### src/rtl/splt_pkg.sv
package splt_pkg;

   typedef enum logic [1:0] {
      OP_READ    = 2'd0,
      OP_WRITE   = 2'd1,
      OP_DISCARD = 2'd2,
      OP_REBUILD = 2'd3
   } op_e;

   localparam logic [7:0] CMD_DISCARD = 8'h70;
   localparam logic [7:0] CMD_WRITE   = 8'h80;
   localparam logic [7:0] CMD_READ    = 8'hC0;
   localparam logic [7:0] CMD_REBUILD = 8'hE0;

   function automatic logic [7:0] cmd_of(op_e op);
      case (op)
         OP_WRITE:   return CMD_WRITE;
         OP_DISCARD: return CMD_DISCARD;
         OP_REBUILD: return CMD_REBUILD;
         default:    return CMD_READ;
      endcase
   endfunction

endpackage

### src/rtl/splt_cfg_check.sv
// Validates the stripe/target configuration and encodes the stripe log2.
module splt_cfg_check #(
   parameter int ADDR_W      = 32,
   parameter int TLOG_W      = 2,
   parameter int MAX_TGT_LOG = 2,
   parameter int SLOG_W      = 5
) (
   input  logic [ADDR_W-1:0] stripe,
   input  logic [TLOG_W-1:0] tlog,
   output logic              ok,
   output logic [SLOG_W-1:0] slog
);
   logic pow2;

   always_comb begin
      slog = '0;
      for (int i = 0; i < ADDR_W; i++) begin
         if (stripe[i]) slog = SLOG_W'(i);
      end
   end

   assign pow2 = (stripe != '0) && ((stripe & (stripe - ADDR_W'(1))) == '0);
   assign ok   = pow2 && (32'(tlog) <= MAX_TGT_LOG);

endmodule

### src/rtl/splt_stripe_map.sv
// Maps a linear byte address onto (target, per-target block address).
module splt_stripe_map #(
   parameter int ADDR_W      = 32,
   parameter int BLK_LOG     = 12,
   parameter int MAX_TGT_LOG = 2,
   parameter int TLOG_W      = 2,
   parameter int SLOG_W      = 5,
   parameter int TGT_W       = 2,
   parameter int LBA_W       = 20
) (
   input  logic [ADDR_W-1:0] addr,
   input  logic [SLOG_W-1:0] slog,
   input  logic [TLOG_W-1:0] tlog,
   output logic [TGT_W-1:0]  tgt,
   output logic [LBA_W-1:0]  lba
);
   logic [ADDR_W-1:0] low_mask;
   logic [ADDR_W-1:0] tgt_addr;

   always_comb begin
      for (int i = 0; i < ADDR_W; i++) low_mask[i] = (i < int'(slog));
   end

   generate
      if (MAX_TGT_LOG == 0) begin : g_single
         assign tgt      = '0;
         assign tgt_addr = addr;
         logic unused_cfg;
         assign unused_cfg = ^{tlog, low_mask};
      end else begin : g_striped
         logic [TGT_W-1:0] tmask;
         always_comb begin
            for (int i = 0; i < TGT_W; i++) tmask[i] = (i < int'(tlog));
         end
         assign tgt      = TGT_W'(addr >> slog) & tmask;
         assign tgt_addr = ((addr >> tlog) & ~low_mask) | (addr & low_mask);
      end
   endgenerate

   assign lba = LBA_W'(tgt_addr >> BLK_LOG);

endmodule

### src/rtl/splt_piece.sv
// Sizes the next piece and packs the sector offset/count byte.
module splt_piece #(
   parameter int LEN_W    = 24,
   parameter int BLK_LOG  = 12,
   parameter int SECT_LOG = 9
) (
   input  logic [BLK_LOG-1:0] addr_lo,
   input  logic [LEN_W-1:0]   rem,
   input  logic               discard,
   output logic [LEN_W-1:0]   step,
   output logic               last,
   output logic [7:0]         sub
);
   localparam int SUB_W = BLK_LOG - SECT_LOG;
   localparam logic [BLK_LOG:0] BLK_BYTES = (BLK_LOG+1)'(1) << BLK_LOG;

   logic [BLK_LOG:0] room;
   logic [SUB_W-1:0] cnt;
   logic [SUB_W-1:0] off;

   assign room = discard ? BLK_BYTES : (BLK_BYTES - {1'b0, addr_lo});
   assign last = (rem <= LEN_W'(room));
   assign step = last ? rem : LEN_W'(room);
   assign cnt  = discard ? '0 : step[BLK_LOG-1:SECT_LOG];
   assign off  = discard ? '0 : addr_lo[BLK_LOG-1:SECT_LOG];
   assign sub  = {1'b0, cnt, 1'b0, off};

endmodule

### src/rtl/striped_req_splitter.sv
module striped_req_splitter
   import splt_pkg::*;
#(
   parameter int ADDR_W      = 32,
   parameter int LEN_W       = 24,
   parameter int BLK_LOG     = 12,
   parameter int SECT_LOG    = 9,
   parameter int MAX_TGT_LOG = 2,
   localparam int TLOG_W = (MAX_TGT_LOG > 0) ? $clog2(MAX_TGT_LOG + 1) : 1,
   localparam int TGT_W  = (MAX_TGT_LOG > 0) ? MAX_TGT_LOG : 1,
   localparam int LBA_W  = ADDR_W - BLK_LOG,
   localparam int SLOG_W = $clog2(ADDR_W)
) (
   input  logic              clk,
   input  logic              rst_n,
   input  logic [ADDR_W-1:0] cfg_stripe_bytes,
   input  logic [TLOG_W-1:0] cfg_tgt_log2,
   input  logic              req_valid,
   output logic              req_ready,
   input  logic [ADDR_W-1:0] req_addr,
   input  logic [LEN_W-1:0]  req_len,
   input  logic [1:0]        req_op,
   output logic              req_err,
   output logic              dsc_valid,
   input  logic              dsc_ready,
   output logic [TGT_W-1:0]  dsc_tgt,
   output logic [LBA_W-1:0]  dsc_lba,
   output logic [7:0]        dsc_cmd,
   output logic [7:0]        dsc_sub,
   output logic              dsc_last
);
   generate
      if (BLK_LOG - SECT_LOG != 3) begin : g_bad_sub
         $error("sector field must be three bits wide");
      end
      if (LEN_W <= BLK_LOG) begin : g_bad_len
         $error("length must be wider than the block offset");
      end
      if (MAX_TGT_LOG >= LBA_W) begin : g_bad_tgt
         $error("too many targets for the address width");
      end
   endgenerate

   localparam logic [ADDR_W-1:0] ADDR_SECT_MASK = ~ADDR_W'((1 << SECT_LOG) - 1);
   localparam logic [LEN_W-1:0]  LEN_SECT_MASK  = ~LEN_W'((1 << SECT_LOG) - 1);

   logic              busy;
   logic              err_q;
   logic [ADDR_W-1:0] cur_addr;
   logic [LEN_W-1:0]  rem;
   op_e               op_q;
   logic [SLOG_W-1:0] slog_q;
   logic [TLOG_W-1:0] tlog_q;

   logic              cfg_ok;
   logic [SLOG_W-1:0] cfg_slog;
   logic [LEN_W-1:0]  step;
   logic              piece_last;
   logic              accept;
   logic              fire;
   logic [ADDR_W-1:0] addr_in;
   logic [LEN_W-1:0]  len_in;

   splt_cfg_check #(
      .ADDR_W(ADDR_W), .TLOG_W(TLOG_W), .MAX_TGT_LOG(MAX_TGT_LOG), .SLOG_W(SLOG_W)
   ) u_cfg (
      .stripe(cfg_stripe_bytes), .tlog(cfg_tgt_log2), .ok(cfg_ok), .slog(cfg_slog)
   );

   splt_stripe_map #(
      .ADDR_W(ADDR_W), .BLK_LOG(BLK_LOG), .MAX_TGT_LOG(MAX_TGT_LOG), .TLOG_W(TLOG_W),
      .SLOG_W(SLOG_W), .TGT_W(TGT_W), .LBA_W(LBA_W)
   ) u_map (
      .addr(cur_addr), .slog(slog_q), .tlog(tlog_q), .tgt(dsc_tgt), .lba(dsc_lba)
   );

   splt_piece #(
      .LEN_W(LEN_W), .BLK_LOG(BLK_LOG), .SECT_LOG(SECT_LOG)
   ) u_piece (
      .addr_lo(cur_addr[BLK_LOG-1:0]), .rem(rem), .discard(op_q == OP_DISCARD),
      .step(step), .last(piece_last), .sub(dsc_sub)
   );

   assign addr_in   = req_addr & ADDR_SECT_MASK;
   assign len_in    = req_len & LEN_SECT_MASK;
   assign req_ready = ~busy;
   assign accept    = req_valid & ~busy;
   assign fire      = busy & dsc_ready;

   assign dsc_valid = busy;
   assign dsc_cmd   = cmd_of(op_q);
   assign dsc_last  = piece_last;
   assign req_err   = err_q;

   always_ff @(posedge clk or negedge rst_n) begin
      if (!rst_n) begin
         busy     <= 1'b0;
         err_q    <= 1'b0;
         cur_addr <= '0;
         rem      <= '0;
         op_q     <= OP_READ;
         slog_q   <= '0;
         tlog_q   <= '0;
      end else begin
         err_q <= 1'b0;
         if (accept) begin
            if (!cfg_ok) begin
               err_q <= 1'b1;
            end else if (len_in != '0) begin
               busy     <= 1'b1;
               cur_addr <= addr_in;
               rem      <= len_in;
               op_q     <= op_e'(req_op);
               slog_q   <= cfg_slog;
               tlog_q   <= cfg_tgt_log2;
            end
         end else if (fire) begin
            cur_addr <= cur_addr + ADDR_W'(step);
            rem      <= rem - step;
            if (piece_last) busy <= 1'b0;
         end
      end
   end

endmodule

### config.mk
export PLATFORM = sky130hd
export DESIGN_NAME = striped_req_splitter
export DESIGN_NICKNAME = d
export VERILOG_FILES = /design/src/rtl/splt_pkg.sv /design/src/rtl/splt_cfg_check.sv /design/src/rtl/splt_stripe_map.sv /design/src/rtl/splt_piece.sv /design/src/rtl/striped_req_splitter.sv
export SDC_FILE = /design/constraint.sdc
export NUM_CORES = 1
export LEC_CHECK = 0
export BUFFER_PORTS_ARGS = -buffer_cell sky130_fd_sc_hd__buf_2
export CAP_MARGIN = 25
export CORE_ASPECT_RATIO = 1.75
export CORE_MARGIN = 3
export CORE_UTILIZATION = 45
export DETAILED_ROUTE_END_ITERATION = 10
export GPL_TIMING_DRIVEN = 1
export PLACE_DENSITY = 0.67
export REMOVE_ABC_BUFFERS = 1
export SYNTH_ARGS = -nofsm -noshare
export SYNTH_HDL_FRONTEND = slang
export SYNTH_SLANG_ARGS = --single-unit
### constraint.sdc
create_clock -name clk -period 8.75 [get_ports clk]
set_input_delay 0 -clock clk [delete_from_list [all_inputs] [get_ports clk]]
set_output_delay 0 -clock clk [all_outputs]
set_load 0.02 [all_outputs]
==> summary.md <==
| Metric | Value |
|---|---|
| Post-layout nets | `1242` |
| Minimum period implied by the final worst setup slack | `7100 ps` |
| XOR/XNOR share of the synthesized area | `3.85%` |
| Sequential share of power | `40.4%` |
| Synth unique cells | `72` |
| Critical path required time | `8970 ps` |
| Number of core rows | `62` |
| I/O pin count | `138` |
| Vias in the first global route | `7914` |
| Global router's overall resource usage | `24.5%` |
| Chip Width | `105 µm` |
| Layout overhead on the synthesized area | `17.2%` |
| Remaining global-route overflow | `0` |
| Compound-gate portion of the synthesized area | `26.5%` |
| Highest-count cells in the layout ignoring fill and taps | `buf_2 (113), nand2_1 (93), nor2_1 (88), a21oi_1 (88), o21ai_0 (68)` |
| Setup TNS | `0 ps` |
| Dominant combinational cell family by area after synthesis | `compound AO/OA/AOI/OAI gates` |
| Highest clock frequency the design can meet | `0.141 GHz` |
| Buffer depth of the longest clock path | `2` |
| Max Cap Viol | `0` |
| Number of failing hold endpoints at the final stage | `0` |
| Total DRC errors in the routed layout | `0` |
| RSZ-0062 raised after global routing | `no` |
| Post-CTS Setup Bufs | `0` |
| Via/cell ratio | `5.99` |
| TritonCTS Buffers | `9` |
| Worst clock skew | `8.73 ps` |
| Final routed wire length divided by cell count | `17.8 µm` |
| # setup viols final | `0` |
| Status | `complete, no violations` |
| Number of storage elements in the synthesis netlist | `67` |
| Max VDD drop | `0.0000901 V` |
| Total internal power | `0.551 mW` |
| Latest clock arrival within the worst-skew pair | `340 ps` |
| H-tree depth | `3` |
| Switching power share of the total | `28.3%` |
| Maximum number of pins on one net before global-route repair | `68` |
| Master cell of the clock root buffer | `clkbuf_16` |
| Count of synthesis-stage warnings from yosys | `0` |
| Placed insts | `1275` |
| Worst reg2reg setup slack | `1650 ps` |
| Die area | `18900 µm²` |
| Initial Utilization | `46.4%` |
| Core area | `16700 µm²` |
| Critical path type | `reg -> reg` |
| Startpoint kind of the worst setup timing path | `register` |
| Tightest Hold Check Type | `in -> reg` |
| DRT Wirelength | `23500 µm` |
| Psw | `0.217 mW` |
| Capturing element type of the critical path | `register` |
| Critical path peak fanout | `10` |
| Top cell type's share of synthesized area | `21.7%` |
| Number of antenna violations at the first check in global routing | `1` |
| Max transition margin | `35.8%` |
| Number of slew-limit violations in the final report | `0` |
| Simple-gate portion of the synthesized area | `20.2%` |
| Cell count after synthesis | `972` |
| Hold Slack | `7.32 ps` |
| Via Count | `7897` |
| Number of enable flip-flop cells after synthesis | `0` |
| Synth Flop Type | `dfrtp_1` |
| Number of non-filler instances in the completed layout | `1319` |
| Highest cell delay on the worst timing path | `690 ps` |
| Number of fill cells in the layout | `1658` |
| Static leakage | `4.01 nW` |
| Worst path cell trace | `or4_1 -> nor4_1 -> nand3b_1 -> xnor2_1 -> nor2_1 -> inv_1 -> ha_1 -> nand4_1 -> or2_2 -> a21oi_1 -> nor4_1 -> o211ai_1 -> buf_4 -> mux2_2 -> ha_1 -> nand2_1 -> a2111oi_0 -> o21ai_0 -> and2_1 -> a21oi_1 -> a21oi_1 -> nor2_1 -> a31oi_1 -> o22a_1` |
| Global-route wire length before repair | `38500 µm` |
| Areal power density over the cells | `84.7 nW/µm²` |
| Number of routed nets with antenna violations | `0` |
| # diodes | `0` |
| Final RePlAce weighted congestion | `0.878` |
| Post-detail-place hpwl | `17300 µm` |
| Synth Area per Inst | `7.96 µm²` |
| Detailed Route Iter0 Violations | `416` |
| Share of the clock period used by the worst path | `81.2%` |
| Delay-heaviest family, CP | `compound AO/OA/AOI/OAI gates` |
| Die Y-Extent | `179 µm` |
| Total power of the final layout | `0.768 mW` |
| Count of buffers from port buffering | `113` |
| Synthesized-area fraction occupied by adder cells | `9.38%` |
| Worst slew pin tran | `956 ps` |
| Fraction of synthesis flops using an asynchronous set or reset pin | `100%` |
| Fraction of the yosys area taken by sequential cells | `21.7%` |
| Leading post-synthesis cells by cell area | `dfrtp_1 (22%), ha_1 (8.7%), a21oi_1 (5.7%), mux4_2 (4.9%), nand2_1 (4.5%)` |
| Buffers and inverters on the worst path | `2` |
| Most common cell after layout, fill and taps aside | `buf_2` |
| Share of synthesized area spent on multiplexers | `12.6%` |
| Portion of total power attributed to the clock network | `46.0%` |
| Slowest stage cell, crit path | `o211ai_1` |
| Post-synth design cell area | `7740 µm²` |
| Initial DRT Pass Iterations | `5` |
| Clock tree from TritonCTS | `done` |
| Clock-pin slew on the worst setup and hold paths | `60 ps` |
| CP Data Arrival Time | `7330 ps` |
| Number of clock sinks seen by CTS | `67` |
| Proportion of power drawn by combinational gates | `13.6%` |
| Share of final-layout standard cells stronger than drive strength 1 | `18.9%` |
| Worst path most repeated cell | `a21oi_1` |
| Synth area leader | `dfrtp_1` |
stage by stage:
step	setup slack (ps)	util [%]	cell area (µm²)
after floorplan	2470	-	7530
after CTS	1640	53.9	8990
after global placement	1850	50.8	8470
final	1650	54.4	9070
after global routing	1060	54.4	9070
after detailed placement	1750	50.8	8470
final cells by class:
class	instances	area (µm²)	share of cell area, %
Timing Repair Buffer	151	966	10.6
Clock inverter	6	38.8	0.428
Inverter	47	176	1.95
Clock buffer	10	239	2.63
Tap cell	224	280	3.09
Multi-Input combinational cell	814	5690	62.8
Sequential cell	67	1680	18.5
flip-flops by register name, summed over array words and instances (netlist names):
register / flops
cur_addr: 32
rem: 24
slog_q: 5
op_q: 2
tlog_q: 2
dsc_valid: 1
req_err: 1
power by group through the flow:
stage	Clock (mW)	Combinational, mW	Sequential, mW
6_report	0.354	0.104	0.310
5_1_grt	0.372	0.116	0.310
4_1_cts	0.359	0.104	0.310
3_5_place_dp	0	0.0950	0.316
3_3_place_gp	0	0.0946	0.316
2_1_floorplan	0	0.0468	0.316
tightest hold or removal path, delay by kind of cell:
family	cells	cell delay (ps)
buffers and inverters	1	80
AO/OA/AOI/OAI	2	220
cell usage after synthesis, drive strengths merged (14+ instances only):
| master | instances |
|---|---|
| ha | 54 |
| mux2 | 25 |
| xor2 | 16 |
| nor4 | 14 |
| o21ai | 69 |
| a21oi | 88 |
| mux2i | 31 |
| nor2 | 88 |
| a31oi | 16 |
| mux4 | 17 |
| nand2b | 18 |
| buf | 21 |
| nor3 | 26 |
| inv | 47 |
| nand2 | 93 |
| o31ai | 21 |
| xnor2 | 18 |
| clkbuf | 39 |
| dfrtp | 67 |
path summary, 6_finish.rpt:
path | startpoint | end | cells past startpoint
worst max-delay path | cur_addr[5] | cur_addr[26] | 24
worst min-delay path | req_addr[29] | cur_addr[29] | 3
worst max register to register | cur_addr[5] | cur_addr[26] | 24
worst min register to register | rem[22] | rem[22] | 1
max in group asynchronous | rst_n | rem[10] | 3
min in group asynchronous | rst_n | cur_addr[14] | 3
cell families after synthesis:
| family | count (synthesis) |
|---|---|
| AO/OA/AOI/OAI | 314 |
| AND/OR/NAND/NOR | 319 |
| XOR/XNOR | 34 |
| multiplexers | 73 |
| adder cells (fa/ha/maj) | 57 |
| flip-flops | 67 |
| other | 1 |
| buffers and inverters | 107 |
routing by layer:
layer / routed length (µm) / track usage [%] / vias up
met5: 13 / 0 / -
met4: 673 / 9.25 / 2
met3: 1020 / 2.91 / 49
met2: 12800 / 46.8 / 230
met1: 9030 / 27.1 / 3767
li1: - / - / 3849
timing repair:
item / CTS / global route
hold endpoints to repair: 91 / 0
gates resized for setup: 0 / 0
hold buffers: 25 / 0
No activity file was read; power rests on OpenSTA's default activity.
